### config.mk
export PLATFORM = sky130hd
export DESIGN_NAME = chgsel_top
export DESIGN_NICKNAME = d
export VERILOG_FILES = /design/src/rtl/chgsel_pkg.sv /design/src/rtl/chgsel_wdog_timer.sv /design/src/rtl/chgsel_fsm.sv /design/src/rtl/chgsel_gate.sv /design/src/rtl/chgsel_top.sv
export SDC_FILE = /design/constraint.sdc
export NUM_CORES = 1
export LEC_CHECK = 0
export ABC_AREA = 1
export BUFFER_PORTS_ARGS = -buffer_cell sky130_fd_sc_hd__buf_2
export CORE_MARGIN = 4
export CORE_UTILIZATION = 30
export DETAILED_ROUTE_END_ITERATION = 10
export PLACE_DENSITY_LB_ADDON = 0.15
export SYNTH_ARGS = -nofsm -noshare
export SYNTH_HDL_FRONTEND = slang
export SYNTH_SLANG_ARGS = --single-unit
### constraint.sdc
create_clock -name clk -period 2.7 [get_ports clk]
set_input_delay 0 -clock clk [delete_from_list [all_inputs] [get_ports clk]]
set_output_delay 0 -clock clk [all_outputs]
set_load 0.02 [all_outputs]
### src/rtl/chgsel_pkg.sv
package chgsel_pkg;

    localparam int unsigned BAT_COUNT = 2;

    typedef logic [BAT_COUNT-1:0] bat_mask_t;

    typedef enum logic {
        WD_EXPIRED = 1'b0,
        WD_ARMED   = 1'b1
    } wd_state_e;

endpackage

### src/rtl/chgsel_wdog_timer.sv
module chgsel_wdog_timer #(
    parameter int unsigned WDOG_CYCLES = 1000000
) (
    input  logic clk,
    input  logic rst_n,
    input  logic reload,
    input  logic run,
    output logic at_zero
);
    localparam int unsigned CW = (WDOG_CYCLES > 2) ? $clog2(WDOG_CYCLES) : 1;
    localparam logic [CW-1:0] RELOAD_VAL = CW'(WDOG_CYCLES - 1);

    logic [CW-1:0] count_q;

    always_ff @(posedge clk) begin
        if (!rst_n) begin
            count_q <= '0;
        end else if (reload) begin
            count_q <= RELOAD_VAL;
        end else if (run && count_q != '0) begin
            count_q <= count_q - 1'b1;
        end
    end

    assign at_zero = (count_q == '0);


    reload_full_chk: assert property (@(posedge clk) disable iff (!rst_n)
        reload |=> count_q == RELOAD_VAL);


    no_wrap_chk: assert property (@(posedge clk) disable iff (!rst_n)
        (!reload && count_q == '0) |=> count_q == '0);

endmodule

### src/rtl/chgsel_fsm.sv
module chgsel_fsm
    import chgsel_pkg::*;
(
    input  logic      clk,
    input  logic      rst_n,
    input  logic      wr,
    input  bat_mask_t wr_sel,
    input  logic      tmr_zero,
    output bat_mask_t sel_q,
    output logic      armed
);
    wd_state_e state_q, state_d;

    // state register
    always_ff @(posedge clk) begin
        if (!rst_n) begin
            state_q <= WD_EXPIRED;
        end else begin
            state_q <= state_d;
        end
    end

    // next state
    always_comb begin
        state_d = state_q;
        unique case (state_q)
            WD_EXPIRED: if (wr) state_d = WD_ARMED;
            WD_ARMED: begin
                if (wr)            state_d = WD_ARMED;
                else if (tmr_zero) state_d = WD_EXPIRED;
            end
            default: state_d = WD_EXPIRED;
        endcase
    end

    // stored selection (output process)
    always_ff @(posedge clk) begin
        if (!rst_n) begin
            sel_q <= '0;
        end else if (wr) begin
            sel_q <= wr_sel;
        end else if (state_q == WD_ARMED && tmr_zero) begin
            sel_q <= '0;
        end
    end

    assign armed = (state_q == WD_ARMED);


    write_store_chk: assert property (@(posedge clk) disable iff (!rst_n)
        wr |=> (sel_q == $past(wr_sel)) && armed);


    timeout_chk: assert property (@(posedge clk) disable iff (!rst_n)
        (armed && tmr_zero && !wr) |=> !armed && sel_q == '0);


    expired_hold_chk: assert property (@(posedge clk) disable iff (!rst_n)
        (!armed && !wr) |=> !armed && sel_q == '0);

endmodule

### src/rtl/chgsel_gate.sv
module chgsel_gate
    import chgsel_pkg::*;
(
    input  bat_mask_t sel,
    input  logic      pwr_ok,
    input  logic      armed,
    output bat_mask_t en
);
    for (genvar i = 0; i < BAT_COUNT; i++) begin : g_bat
        assign en[i] = sel[i] & pwr_ok & armed;
    end
endmodule

### src/rtl/chgsel_top.sv
module chgsel_top
    import chgsel_pkg::*;
#(
    parameter int unsigned WDOG_CYCLES = 1000000
) (
    input  logic       clk,
    input  logic       rst_n,
    input  logic       sel_wr,
    input  logic [1:0] sel_data,
    input  logic       pwr_ok,
    output logic       chg_en_a,
    output logic       chg_en_b,
    output logic       chg_active,
    output logic       wdog_expired
);
    bat_mask_t sel_q;
    bat_mask_t en;
    logic      armed;
    logic      tmr_zero;

    chgsel_wdog_timer #(.WDOG_CYCLES(WDOG_CYCLES)) u_timer (
        .clk     (clk),
        .rst_n   (rst_n),
        .reload  (sel_wr),
        .run     (armed),
        .at_zero (tmr_zero)
    );

    chgsel_fsm u_fsm (
        .clk      (clk),
        .rst_n    (rst_n),
        .wr       (sel_wr),
        .wr_sel   (sel_data),
        .tmr_zero (tmr_zero),
        .sel_q    (sel_q),
        .armed    (armed)
    );

    chgsel_gate u_gate (
        .sel    (sel_q),
        .pwr_ok (pwr_ok),
        .armed  (armed),
        .en     (en)
    );

    assign chg_en_a     = en[0];
    assign chg_en_b     = en[1];
    assign chg_active   = |en;
    assign wdog_expired = !armed;


    pwr_gate_chk: assert property (@(posedge clk) disable iff (!rst_n)
        !pwr_ok |-> !chg_en_a && !chg_en_b);


    active_armed_chk: assert property (@(posedge clk) disable iff (!rst_n)
        chg_active |-> !wdog_expired);


    dual_enable_chk: assert property (@(posedge clk) disable iff (!rst_n)
        ($past(sel_wr) && $past(sel_data) == 2'b11 && pwr_ok) |-> chg_en_a && chg_en_b);


    reset_state_chk: assert property (@(posedge clk)
        !rst_n |=> wdog_expired && !chg_active);

endmodule

# --- Yosys cells after proc, flatten, opt, wreduce, memory -nomap -nowiden ---
# Index checks and enable logic that the tools add are counted.
word_totals:
  word_cells: 28
  reg_bits: 23
  out_inout_bits: 4
op_classes:
  muxes: 8
  bitwise: 6
  n_addsub: 1
  n_reduce_logical: 9
ops:
  columns: ["operator", "count"]
  rows:
  - ["$mux 20", 2]
  - ["$logic_not 20->1", 1]
  - ["$reduce_bool 20->1", 1]
  - ["$sub 20x1->20 const B", 1]
  - ["$and 1x1->1", 4]
  - ["$mux 2", 2]
  - ["$reduce_bool 2->1", 2]
  - ["$reduce_or 2->1", 2]
  - ["$mux 1", 3]
  - ["$logic_and 1x1->1", 2]
  - ["$not 1->1", 2]
  - ["$pmux 1 s2", 1]
  - ["$logic_not 1->1", 1]

# --- Longest topological paths before layout ---
# Gate-level depths: netlist of run 1.
logic_depth:
  ltp_word: 4
  ltp_mapped: 11
  ltp_nobuf: 11

# --- By module ---
# Synthesis of run 1 repeated with hierarchy kept, for this count alone.
unflattened:
  hier_cells: 225
  area_unflattened_um2: 1436.4
modules_own_cells:
  columns: ["mod", "seq_area_each_um2", "cells_per_inst", "n_inst", "area_each_um2"]
  rows:
  - ["chgsel_wdog_timer", 400.4, 201, 1, 1288.7]
  - ["chgsel_fsm", 60.1, 15, 1, 113.9]
  - ["chgsel_gate", 0.0, 5, 1, 18.8]
  - ["chgsel_top", 0.0, 4, 1, 15.0]

# --- Worst setup path after synthesis of run 1 ---
# OpenSTA, ideal clock, no wires.
synth_path:
  path_type: "reg2reg"
  from: "register u_timer.count_q[0]"
  to: "register u_timer.count_q[13]"
  arrival_time_ns: 1.353
  setup_ns: 0.115
  stages_incl_launch_ff: 12
  setup_slack_ns: 1.232
  required_ns: 2.585
  cell_sequence: "dfxtp_1 > inv_1 > ha_1 > nand2_2 > nor2_4 > nand3_4 > nand2_2 > buf_6 > nor2_2 > nand3_1 > nand2_1 > nor2_1"
synth_between:
  elab_chain_len: 2
  elab_cells_between_ends: 3
  cone_classes: "add/sub (1); reduce/logical (2)"
synth_lines:
  columns: ["element", "line_no", "text"]
  rows:
  - ["start, declared", "chgsel_wdog_timer.sv:13", "logic [CW-1:0] count_q;"]
  - ["start signal, assigned", "chgsel_wdog_timer.sv:21", "count_q <= count_q - 1'b1;"]
  - ["parallel branches: the longest is 2 deep, another holds $sub 20x1->20", null, null]
# Several ways; the timed one is not identified.
# A chain may end at the register's enable or synchronous reset.

# --- Worst setup path after layout of run 1 ---
layout_path:
  from: "register u_timer.count_q[0]"
  to: "register u_timer.count_q[1]"
layout_between:
  elab_chain_len: 3
  elab_cells_between_ends: 6
  cone_classes: "add/sub (1); mux (2); reduce/logical (3)"
layout_lines:
  columns: ["element", "line_no", "text"]
  rows:
  - ["$sub 20x1->20 / $reduce_bool 20->1 (equally long branches)", "chgsel_wdog_timer.sv:21, chgsel_wdog_timer.sv:20", null]
  - ["$mux 20 / $logic_and 1x1->1 (equally long branches)", "chgsel_wdog_timer.sv:20", "end else if (run && count_q != '0) begin"]
  - ["$mux 20 / $reduce_bool 2->1 (equally long branches)", null, null]
# Several ways; a longest one is shown, not always the timed one. The select of a mux whose other input is x is not followed.

==> run summary, run 1 <==
### Layout
* Ant. Diodes: 0
* number of fill cells in the layout: 485
* most used cells in the layout excluding fill and tap cells: sky130_fd_sc_hd__nand2_1, sky130_fd_sc_hd__nor2_1, sky130_fd_sc_hd__inv_1
* post-layout instance count excluding filler cells: 279
* leading cell type in the layout, fill and taps excluded: sky130_fd_sc_hd__nand2_1
* fraction of final layout cells with drive strength greater than 1: 11.45%
* Synth-to-Final Area Change: 10.10%
* Net count, final: 235

### Global route
* first-pass GRT wire length: 5602 µm
* maximum number of pins on one net before global-route repair: 21
* vias in the first global route: 1218
* fraction of met1 tracks used by global routing: 15.61%
* GR Layer Usage met3: 2.128%
* initial antenna violation count: 0
* overall track demand over capacity in global routing: 11.47%
* global route hottest layer: met2
* grt met2 use: 18.41%
* overflow left after global routing: 0

### Die
* placeable core region: 0.004414 mm²
* top-level port count: 10
* die extent in x: 76.01 µm
* initial core utilization: 31.43%
* number of rows created at floorplan: 24
* Die Outline Area: 0.005778 mm²
* Chip Height: 76.01 µm

### Place
* DP Worst Slack: 0.8087 ns
* PortBufs: 9
* global placer's final weighted congestion: 0.7890
* Placed Cells: 273
* post-detailed-placement half-perimeter wirelength: 2293 µm

### Synth
* Yosys warnings: 0
* fraction of the yosys area taken by sequential cells: 33.18%
* mean cell area of the mapped netlist: 6.365 µm²
* summed instance area of the synthesized netlist: 0.001388 mm²
* total of flip-flops plus latches after synthesis: 23
* net count after synthesis: 225
* Cells after Synth: 218
* unique cell type count in the Yosys netlist: 26

### Clock network
* number of H-tree levels: 1
* clock buffers created by TritonCTS: 3
* CTS sink count: 23
* number of buffers between clock root and the deepest sink: 2
* CTS root buffer: sky130_fd_sc_hd__clkbuf_8
* number of buffers added for setup after CTS: 0
* worst-skew pair later-pin latency: 0.26 ns
* TritonCTS clock tree: done
* clock transition at the register clock pins on the worst setup and hold paths after CTS: 0.08 ns

### Power and ir drop
* Peak VDD IR: 0.2160 mV
* leakage power: 0.0007253 µW
* total power density per cell area: 486.5 mW/mm²

### Route
* mean routed wirelength per cell: 10.96 µm
* number of nets still failing antenna checks after routing: 0
* total DRC errors in the routed layout: 0
* total via count after detailed routing: 1289
* wirelength, routed: 3059 µm
* vias per inst: 4.620
* total iterations of the first detailed-routing run: 4
* number of violations reported at the end of detailed-routing iteration 0: 59

### Setup path
* element type at the critical path end: flip-flop
* required time worst endpoint: 2.90 ns
* cell chain of the critical path: inv_1 -> ha_1 -> nand2_2 -> nor2_4 -> nand3_4 -> nand2_2 -> inv_2 -> nor2_2 -> nor2_1 -> nor2_1
* CP max FO: 20
* Crit Path Category: reg -> reg
* startpoint types: flip-flop
* largest stage delay on the critical path: 0.36 ns
* cell type of the slowest stage on the worst timing path: sky130_fd_sc_hd__nand2_2
* Data arrival, critical path: 2.09 ns

### STA
* Peak Freq: 529.6 MHz
* number of failing setup endpoints in the final timing report: 0
* worst relative slew slack: 66.14%
* post-route worst setup slack: 0.8116 ns
* worst setup skew after layout: 0.002318 ns
* sum of negative setup slack: 0 ns
* Tightest Pin Transition: 0.5048 ns
* RSZ-0062 raised after global routing: false
* final critical path time including I/O delays and setup: 1.888 ns
* fraction of the cycle the final worst path needs: 69.94%
* max-slew violations: 0
* final hold violation count: 0

### Hold path
* type of the tightest min-delay check: in -> reg

### Flow run
* # Max-Cap Violations: 0

### Run status
* run status: completed

[cell type report]
cell class	instances	area, µm²	share of cell area [%]
Inverter	31	116.4	7.617
Clock buffer	4	45.04	2.948
Tap cell	52	65.06	4.259
Timing Repair Buffer	11	65.06	4.259
Multi-Input combinational cell	158	775.7	50.78
Sequential cell	23	460.4	30.14
[where the power goes]
group	leakage (µW)	internal, µW	switching (µW)
Sequential	0.000190	358	20.2
Clock	0.0000228	105	113
Combinational	0.000513	52.4	95.3
Total	0.000725	515	228
[worst max-delay path: cells and delay by family, from the launching register on]
| kind | cells | cell delay [ns] |
|---|---|---|
| fa+ha+maj | 1 | 0.23 |
| simple gates | 7 | 1.04 |
| flops | 1 | 0.32 |
| buf+inv | 2 | 0.23 |
[final timing paths]
check / from / endpoint / slack (ns) / depth (start not counted)
max: u_timer.count_q[0] / u_timer.count_q[1] / 0.81 / 10
min: rst_n / u_timer.count_q[18] / 0.009 / 3
min reg2reg: u_timer.count_q[0] / u_timer.count_q[0] / 0.49 / 2
max reg2reg: u_timer.count_q[0] / u_timer.count_q[1] / 0.81 / 10
[flip-flops by register name, indices dropped and copies added, names as in the netlist]
signal / cells
u_timer.count_q: 20
u_fsm.sel_q: 2
u_fsm.armed: 1
[what timing repair did]
| action | in CTS | in global routing |
|---|---|---|
| endpoints found under the hold margin | 2 | 0 |
| setup endpoints to repair | 0 | 0 |
| hold buffers | 2 | 0 |
| gates resized for setup | 0 | 0 |
[metrics by stage]
step,total power (µW),hold slack [ns],instance area (µm²),utilization [%]
6_report,743.3,0.008512,1528,34.61
5_1_grt,794.8,0.009266,1528,34.61
4_1_cts,750.8,0.004967,1528,34.61
3_5_place_dp,531.5,0.2608,1463,33.13
3_3_place_gp,534.2,0.2596,1463,33.13
2_1_floorplan,501.8,0.09763,1388,-
[kinds of logic after synthesis]
| kind of cell | count (synthesis) | synth area share, % |
|---|---|---|
| XOR/XNOR | 8 | 5.050 |
| flip-flops | 23 | 33.18 |
| adder cells (fa/ha/maj) | 1 | 0.9016 |
| AO/OA/AOI/OAI | 24 | 9.197 |
| AND/OR/NAND/NOR | 125 | 40.76 |
| buffers and inverters | 37 | 10.91 |
[synthesized netlist by cell type]
library cell               count  area, µm²
sky130_fd_sc_hd__nand4_1       7      43.79
sky130_fd_sc_hd__buf_6         1      11.26
sky130_fd_sc_hd__clkinv_1      1      3.750
sky130_fd_sc_hd__dfxtp_1      23      460.4
sky130_fd_sc_hd__nand2_2       2      12.51
sky130_fd_sc_hd__clkbuf_1      3      11.26
sky130_fd_sc_hd__nor2_1       33      123.9
sky130_fd_sc_hd__nand3_4       1      17.52
sky130_fd_sc_hd__or2_2         1      6.260
sky130_fd_sc_hd__nor3_1        2      10.01
sky130_fd_sc_hd__inv_2         1      3.750
sky130_fd_sc_hd__o21ai_0       3      15.01
sky130_fd_sc_hd__o211ai_1      2      15.01
sky130_fd_sc_hd__nand3b_1      1      7.510
sky130_fd_sc_hd__xor2_1        8      70.07
sky130_fd_sc_hd__a31oi_1       2      12.51
sky130_fd_sc_hd__nor2_2        8      50.05
sky130_fd_sc_hd__inv_1        29      108.9
sky130_fd_sc_hd__a21oi_1      14      70.07
sky130_fd_sc_hd__nand3_1      19      95.09
sky130_fd_sc_hd__buf_4         1      7.510
sky130_fd_sc_hd__nand2_1      50      187.7
sky130_fd_sc_hd__buf_2         1      5.000
sky130_fd_sc_hd__nor2_4        1      11.26
sky130_fd_sc_hd__o21ai_1       3      15.01
sky130_fd_sc_hd__ha_1          1      12.51
[routing by layer]
layer | up-vias | wire, µm
met1 | 561 | 1594
met5 | - | 0
met4 | 0 | 36
li1 | 708 | -
met3 | 4 | 91
met2 | 16 | 1336
(Power assumes the default switching activity.)
==> run 2, diff against run 1 <==
clock period = 1.7 ns   (was 2.7 ns; I/O delays follow)
==> run summary, run 2 (synthesis results as in run 1) <==
### Global route
* initial antenna violation count: 0
* global route hottest layer: met1
* vias in the first global route: 1173
* overall track demand over capacity in global routing: 11.26%
* maximum number of pins on one net before global-route repair: 21
* overflow left after global routing: 0
* grt met2 use: 16.35%
* GR Layer Usage met3: 1.891%
* fraction of met1 tracks used by global routing: 16.41%
* first-pass GRT wire length: 5416 µm

### STA
* Peak Freq: 656.6 MHz
* final critical path time including I/O delays and setup: 1.523 ns
* Tightest Pin Transition: 0.4986 ns
* worst setup skew after layout: 0.005819 ns
* post-route worst setup slack: 0.1770 ns
* worst slack on hold paths: 0.02808 ns
* number of failing setup endpoints in the final timing report: 0
* worst relative slew slack: 66.55%
* max-slew violations: 0
* fraction of the cycle the final worst path needs: 89.59%
* sum of negative setup slack: 0 ns
* RSZ-0062 raised after global routing: false
* final hold violation count: 0

### Run status
* run status: completed

### Die
* placeable core region: 0.004414 mm²
* initial core utilization: 31.43%
* die extent in x: 76.01 µm
* number of rows created at floorplan: 24
* Chip Height: 76.01 µm
* Die Outline Area: 0.005778 mm²
* top-level port count: 10

### Flow run
* # Max-Cap Violations: 0

### Setup path
* endpoint of the worst register-to-register path: u_timer.count_q[16]
* Worst Setup EP: u_timer.count_q[16]
* Crit Path Category: reg -> reg
* required time worst endpoint: 1.87 ns
* CP max FO: 3
* Setup crit start: u_timer.count_q[0]
* R2R Setup Slk: 0.18 ns
* R2R cell count: 12
* element type at the critical path end: flip-flop
* startpoint types: flip-flop
* worst flop-to-flop path startpoint: u_timer.count_q[0]
* Data arrival, critical path: 1.70 ns

### Layout
* Layout Utilization: 37.05%
* post-layout instance count excluding filler cells: 291
* Synth-to-Final Area Change: 17.85%
* most used cells in the layout excluding fill and tap cells: sky130_fd_sc_hd__nand2_1, sky130_fd_sc_hd__nor2_1, sky130_fd_sc_hd__inv_1
* Net count, final: 247
* register with the highest flop count: u_timer.count_q
* fraction of final layout cells with drive strength greater than 1: 17.15%
* Ant. Diodes: 0
* number of flip-flops under the largest register name: 20
* leading cell type in the layout, fill and taps excluded: sky130_fd_sc_hd__nand2_1
* number of fill cells in the layout: 492

### Power and ir drop
* Peak VDD IR: 0.2638 mV
* leakage power: 0.0007862 µW
* total power density per cell area: 739.8 mW/mm²

### Route
* number of violations reported at the end of detailed-routing iteration 0: 59
* wirelength, routed: 3231 µm
* total via count after detailed routing: 1344
* number of nets still failing antenna checks after routing: 0
* mean routed wirelength per cell: 11.10 µm
* total iterations of the first detailed-routing run: 4
* vias per inst: 4.619
* total DRC errors in the routed layout: 0

### Place
* Placed Cells: 284
* global placer's final weighted congestion: 0.7028
* post-detailed-placement half-perimeter wirelength: 2449 µm
* PortBufs: 9
* DP Worst Slack: 0.06499 ns

### Clock network
* number of H-tree levels: 1
* clock buffers created by TritonCTS: 3
* clock transition at the register clock pins on the worst setup and hold paths after CTS: 0.09 ns
* CTS root buffer: sky130_fd_sc_hd__clkbuf_8
* number of buffers between clock root and the deepest sink: 2
* TritonCTS clock tree: done
* CTS sink count: 23
* worst-skew pair later-pin latency: 0.27 ns

### Hold path
* type of the tightest min-delay check: in -> reg

## run 2: changes by cell type in the layout (fill, tap and decap cells not counted), sizes merged
cell and change:
buf +11, dlygate4sd3 +1
## run 2: repair_timing
action	in CTS	in global routing
hold buffers	3	0
setup endpoints to repair	0	16
endpoints found under the hold margin	5	0
resized for setup	0	5
setup buffers	0	0
## run 2: routing by layer
layer  up-vias  wire length (µm)
met1       594              1755
li1        730                 -
met2        18              1364
met4         0                27
met3         2                83
met5         -                 0
## run 2: how the worst min path moves through the flow
stage | to | from | depth (start not counted) | slack [ns]
4_1_cts | u_fsm.sel_q[1] | sel_wr | 3 | 0.02
5_1_grt | u_fsm.sel_q[1] | sel_wr | 3 | 0.03
2_1_floorplan | u_timer.count_q[16] | rst_n | 2 | 0.1
3_3_place_gp | u_fsm.sel_q[1] | sel_data[1] | 3 | 0.26
6_report | u_fsm.sel_q[1] | sel_wr | 3 | 0.03
3_5_place_dp | u_fsm.sel_q[1] | sel_data[1] | 3 | 0.26
## run 2: per-stage QoR
stage | power [µW] | area, µm²
finish | 1210 | 1635
global route | 1288 | 1635
CTS | 1224 | 1620
detailed placement | 865.9 | 1545
global placement | 865.1 | 1545
floorplan | 797.0 | 1388
## run 2: where the power goes
part           leakage [µW]  switching (µW)  internal (µW)
registers          0.000190            24.9            568
logic              0.000573             167            102
clock network     0.0000228             180            167
total              0.000786             372            838
## run 2: layout make-up
cell class	count	area, µm²	share of cell area (%)
inverters	31	116.4	7.116
repair buffers	23	157.7	9.640
flip-flops and latches	23	460.4	28.16
multi-input cells	158	790.8	48.35
clock buffers	4	45.04	2.754
well taps	52	65.06	3.979
## run 2: worst max-delay path, stage by stage, from the launching register on
cell and delay, ns:
sky130_fd_sc_hd__dfxtp_1 0.32, sky130_fd_sc_hd__inv_1 0.10, sky130_fd_sc_hd__ha_1 0.19, sky130_fd_sc_hd__nand2_2 0.08
sky130_fd_sc_hd__buf_4 0.15, sky130_fd_sc_hd__inv_1 0.04, sky130_fd_sc_hd__nand2_1 0.06, sky130_fd_sc_hd__nor2_1 0.17
sky130_fd_sc_hd__nand3_1 0.10, sky130_fd_sc_hd__nand2_1 0.06, sky130_fd_sc_hd__nand3_1 0.06, sky130_fd_sc_hd__nand2_1 0.07
sky130_fd_sc_hd__inv_1 0.03
==> run 3, diff against run 2 <==
ABC_AREA = not set   (was 1)
MAX_ROUTING_LAYER = met4   (was not set)
clock period = 1.5 ns   (was 1.7 ns; I/O delays follow)
==> run summary, run 3 <==
### Layout
* fraction of final layout cells with drive strength greater than 1: 46.73%
* Layout Utilization: 49.12%
* most used cells in the layout excluding fill and tap cells: sky130_fd_sc_hd__buf_4, sky130_fd_sc_hd__dfxtp_1, sky130_fd_sc_hd__buf_2
* Net count, final: 222
* register with the highest flop count: u_timer.count_q
* Final Cell Area: 0.001993 mm²
* leading cell type in the layout, fill and taps excluded: sky130_fd_sc_hd__buf_4
* number of flip-flops under the largest register name: 20
* Ant. Diodes: 0
* Synth-to-Final Area Change: 55.11%

### Die
* placeable core region: 0.004058 mm²
* initial core utilization: 31.67%
* number of rows created at floorplan: 23
* die extent in x: 73.45 µm
* Chip Height: 73.45 µm
* Die Outline Area: 0.005394 mm²
* top-level port count: 10

### STA
* Tightest Pin Transition: 0.4122 ns
* final hold violation count: 0
* fraction of the cycle the final worst path needs: 129.7%
* max-slew violations: 0
* worst relative slew slack: 71.81%
* Peak Freq: 514.1 MHz
* number of failing setup endpoints in the final timing report: 23
* RSZ-0062 raised after global routing: true
* post-route worst setup slack: -0.4450 ns
* worst slack on hold paths: 0.03483 ns
* final critical path time including I/O delays and setup: 1.945 ns
* worst setup skew after layout: 0.002461 ns
* sum of negative setup slack: -7.901 ns

### Power and ir drop
* post-layout power: 1498 µW
* share of power burned in the clock network: 26.7%
* total power density per cell area: 751.5 mW/mm²
* switching power summed over all nets: 447.1 µW
* combinational cell fraction of total power: 28.5%
* sequential power share: 44.8%
* Peak VDD IR: 0.3897 mV
* leakage power: 0.0008247 µW
* internal power summed over all cells: 1051 µW
* switching fraction of total power: 29.85%

### Setup path
* CP max FO: 3
* crit-path leading delay family: simple AND/OR/NAND/NOR gates
* cell type of the slowest stage on the worst timing path: sky130_fd_sc_hd__or4_4
* largest stage delay on the critical path: 0.54 ns
* element type at the critical path end: flip-flop
* Data arrival, critical path: 2.14 ns
* Buffers & Inverters on Critical Path: 0
* startpoint types: flip-flop
* cell chain of the critical path: or4_4 -> or3_4 -> or4_1 -> a31oi_1
* Crit Path Category: reg -> reg
* required time worst endpoint: 1.69 ns

### Flow run
* # Max-Cap Violations: 0

### Global route
* maximum number of pins on one net before global-route repair: 14
* vias in the first global route: 1514
* initial antenna violation count: 0
* overflow left after global routing: 0
* first-pass GRT wire length: 7038 µm
* overall track demand over capacity in global routing: 17.09%

### Route
* total iterations of the first detailed-routing run: 4
* wirelength, routed: 4141 µm
* vias per inst: 5.735
* number of violations reported at the end of detailed-routing iteration 0: 96
* total DRC errors in the routed layout: 0
* WL met2: 1882 µm
* number of nets still failing antenna checks after routing: 0
* mean routed wirelength per cell: 15.69 µm
* wire length the detailed router placed on met1: 2006 µm
* highest metal layer with signal wires: met4
* total via count after detailed routing: 1514
* met3 layer wire length in the routed design: 150 µm

### Synth
* post-synth top area cell: sky130_fd_sc_hd__dfxtp_1
* Cells after Synth: 151
* cells taking the most area after synthesis: sky130_fd_sc_hd__dfxtp_1, sky130_fd_sc_hd__or4_1, sky130_fd_sc_hd__o31ai_1, sky130_fd_sc_hd__nor3_1, sky130_fd_sc_hd__or3_1
* summed instance area of the synthesized netlist: 0.001285 mm²
* number of enable-type register cells in the synthesized netlist: 0
* total of flip-flops plus latches after synthesis: 23
* most frequent cells after synthesis: sky130_fd_sc_hd__dfxtp_1, sky130_fd_sc_hd__or4_1, sky130_fd_sc_hd__nand2_1, sky130_fd_sc_hd__o31ai_1
* mean cell area of the mapped netlist: 8.510 µm²
* top flip-flop cell by instance count after synthesis: sky130_fd_sc_hd__dfxtp_1
* area share of the largest cell type after synthesis: 35.83%
* Async SR Flop Fraction: 0%
* net count after synthesis: 158
* unique cell type count in the Yosys netlist: 39
* fraction of the yosys area taken by sequential cells: 35.83%
* dominant cell by count in the synthesized netlist: sky130_fd_sc_hd__dfxtp_1
* Yosys warnings: 0

### Clock network
* number of H-tree levels: 1
* number of buffers between clock root and the deepest sink: 2
* clock buffers created by TritonCTS: 3
* clock transition at the register clock pins on the worst setup and hold paths after CTS: 0.09 ns
* hold buffers post-CTS: 0
* CTS sink count: 23
* worst-skew pair later-pin latency: 0.27 ns
* CTS root buffer: sky130_fd_sc_hd__clkbuf_8
* TritonCTS clock tree: done

### Run status
* run status: finished with violations
* failing checks: setup timing

### Hold path
* type of the tightest min-delay check: in -> reg

### Place
* post-detailed-placement half-perimeter wirelength: 3005 µm
* global placer's final weighted congestion: 0.8473
* PortBufs: 9
* placed inst area: 0.001846 mm²

## run 3: cell type report
cell class / instances / area, µm²
multi-input cells: 116 / 918.4
repair buffers: 66 / 485.5
clock buffers: 4 / 45.04
flip-flops and latches: 23 / 462.9
fillers: 389 / 2064
inverters: 5 / 18.77
well taps: 50 / 62.56
## run 3: cells by family after synthesis
family                     count (synthesis)  synth area share (%)
adders and majority gates                  1                0.9736
AOI/OAI and AO/OA                         42                 23.56
and+or+nand+nor                           71                 34.57
buffers and inverters                     12                 3.506
DFF                                       23                 35.83
muxes                                      2                 1.558
## run 3: power by group through the flow
stage	Sequential [µW]	Clock [µW]	Combinational (µW)
after detailed placement	684	0	396
after CTS	670	400	419
final	672	400	426
after global routing	675	432	466
after global placement	684	0	390
after floorplan	694	0	184
## run 3: worst register-to-register path, cell delays in order (launching register included)
cell,delay [ns]
sky130_fd_sc_hd__dfxtp_1,0.32
sky130_fd_sc_hd__or4_4,0.54
sky130_fd_sc_hd__or3_4,0.34
sky130_fd_sc_hd__or4_1,0.50
sky130_fd_sc_hd__a31oi_1,0.18
## run 3: timing repair
| action | in CTS | in global routing |
|---|---|---|
| endpoints found under the setup margin | 23 | 24 |
| pin swaps | 8 | 4 |
| gates resized for setup | 15 | 5 |
| setup buffers | 1 | 0 |
| gates cloned | 1 | 0 |
## run 3: path summary, 6_finish.rpt
check	from	end	slack, ns	depth (start not counted)
max	u_timer.count_q[17]	u_timer.count_q[19]	-0.45	4
min	rst_n	u_fsm.armed	0.03	2
max reg2reg	u_timer.count_q[17]	u_timer.count_q[19]	-0.45	4
min reg2reg	u_fsm.sel_q[1]	u_fsm.sel_q[1]	0.50	1
## run 3: metal layers
metal | up-vias | global-route usage [%]
met5 | - | -
met4 | 0 | 6.640
met3 | 11 | 2.052
met2 | 37 | 26.87
met1 | 727 | 22.25
li1 | 739 | -
## run 3: through the flow
step | std cells | worst slack [ns]
finish | 264 | -0.4450
floorplan | 151 | -0.4640
detailed placement | 258 | -0.4427
CTS | 264 | -0.4421
global placement | 258 | -0.4050
global route | 264 | -0.5276
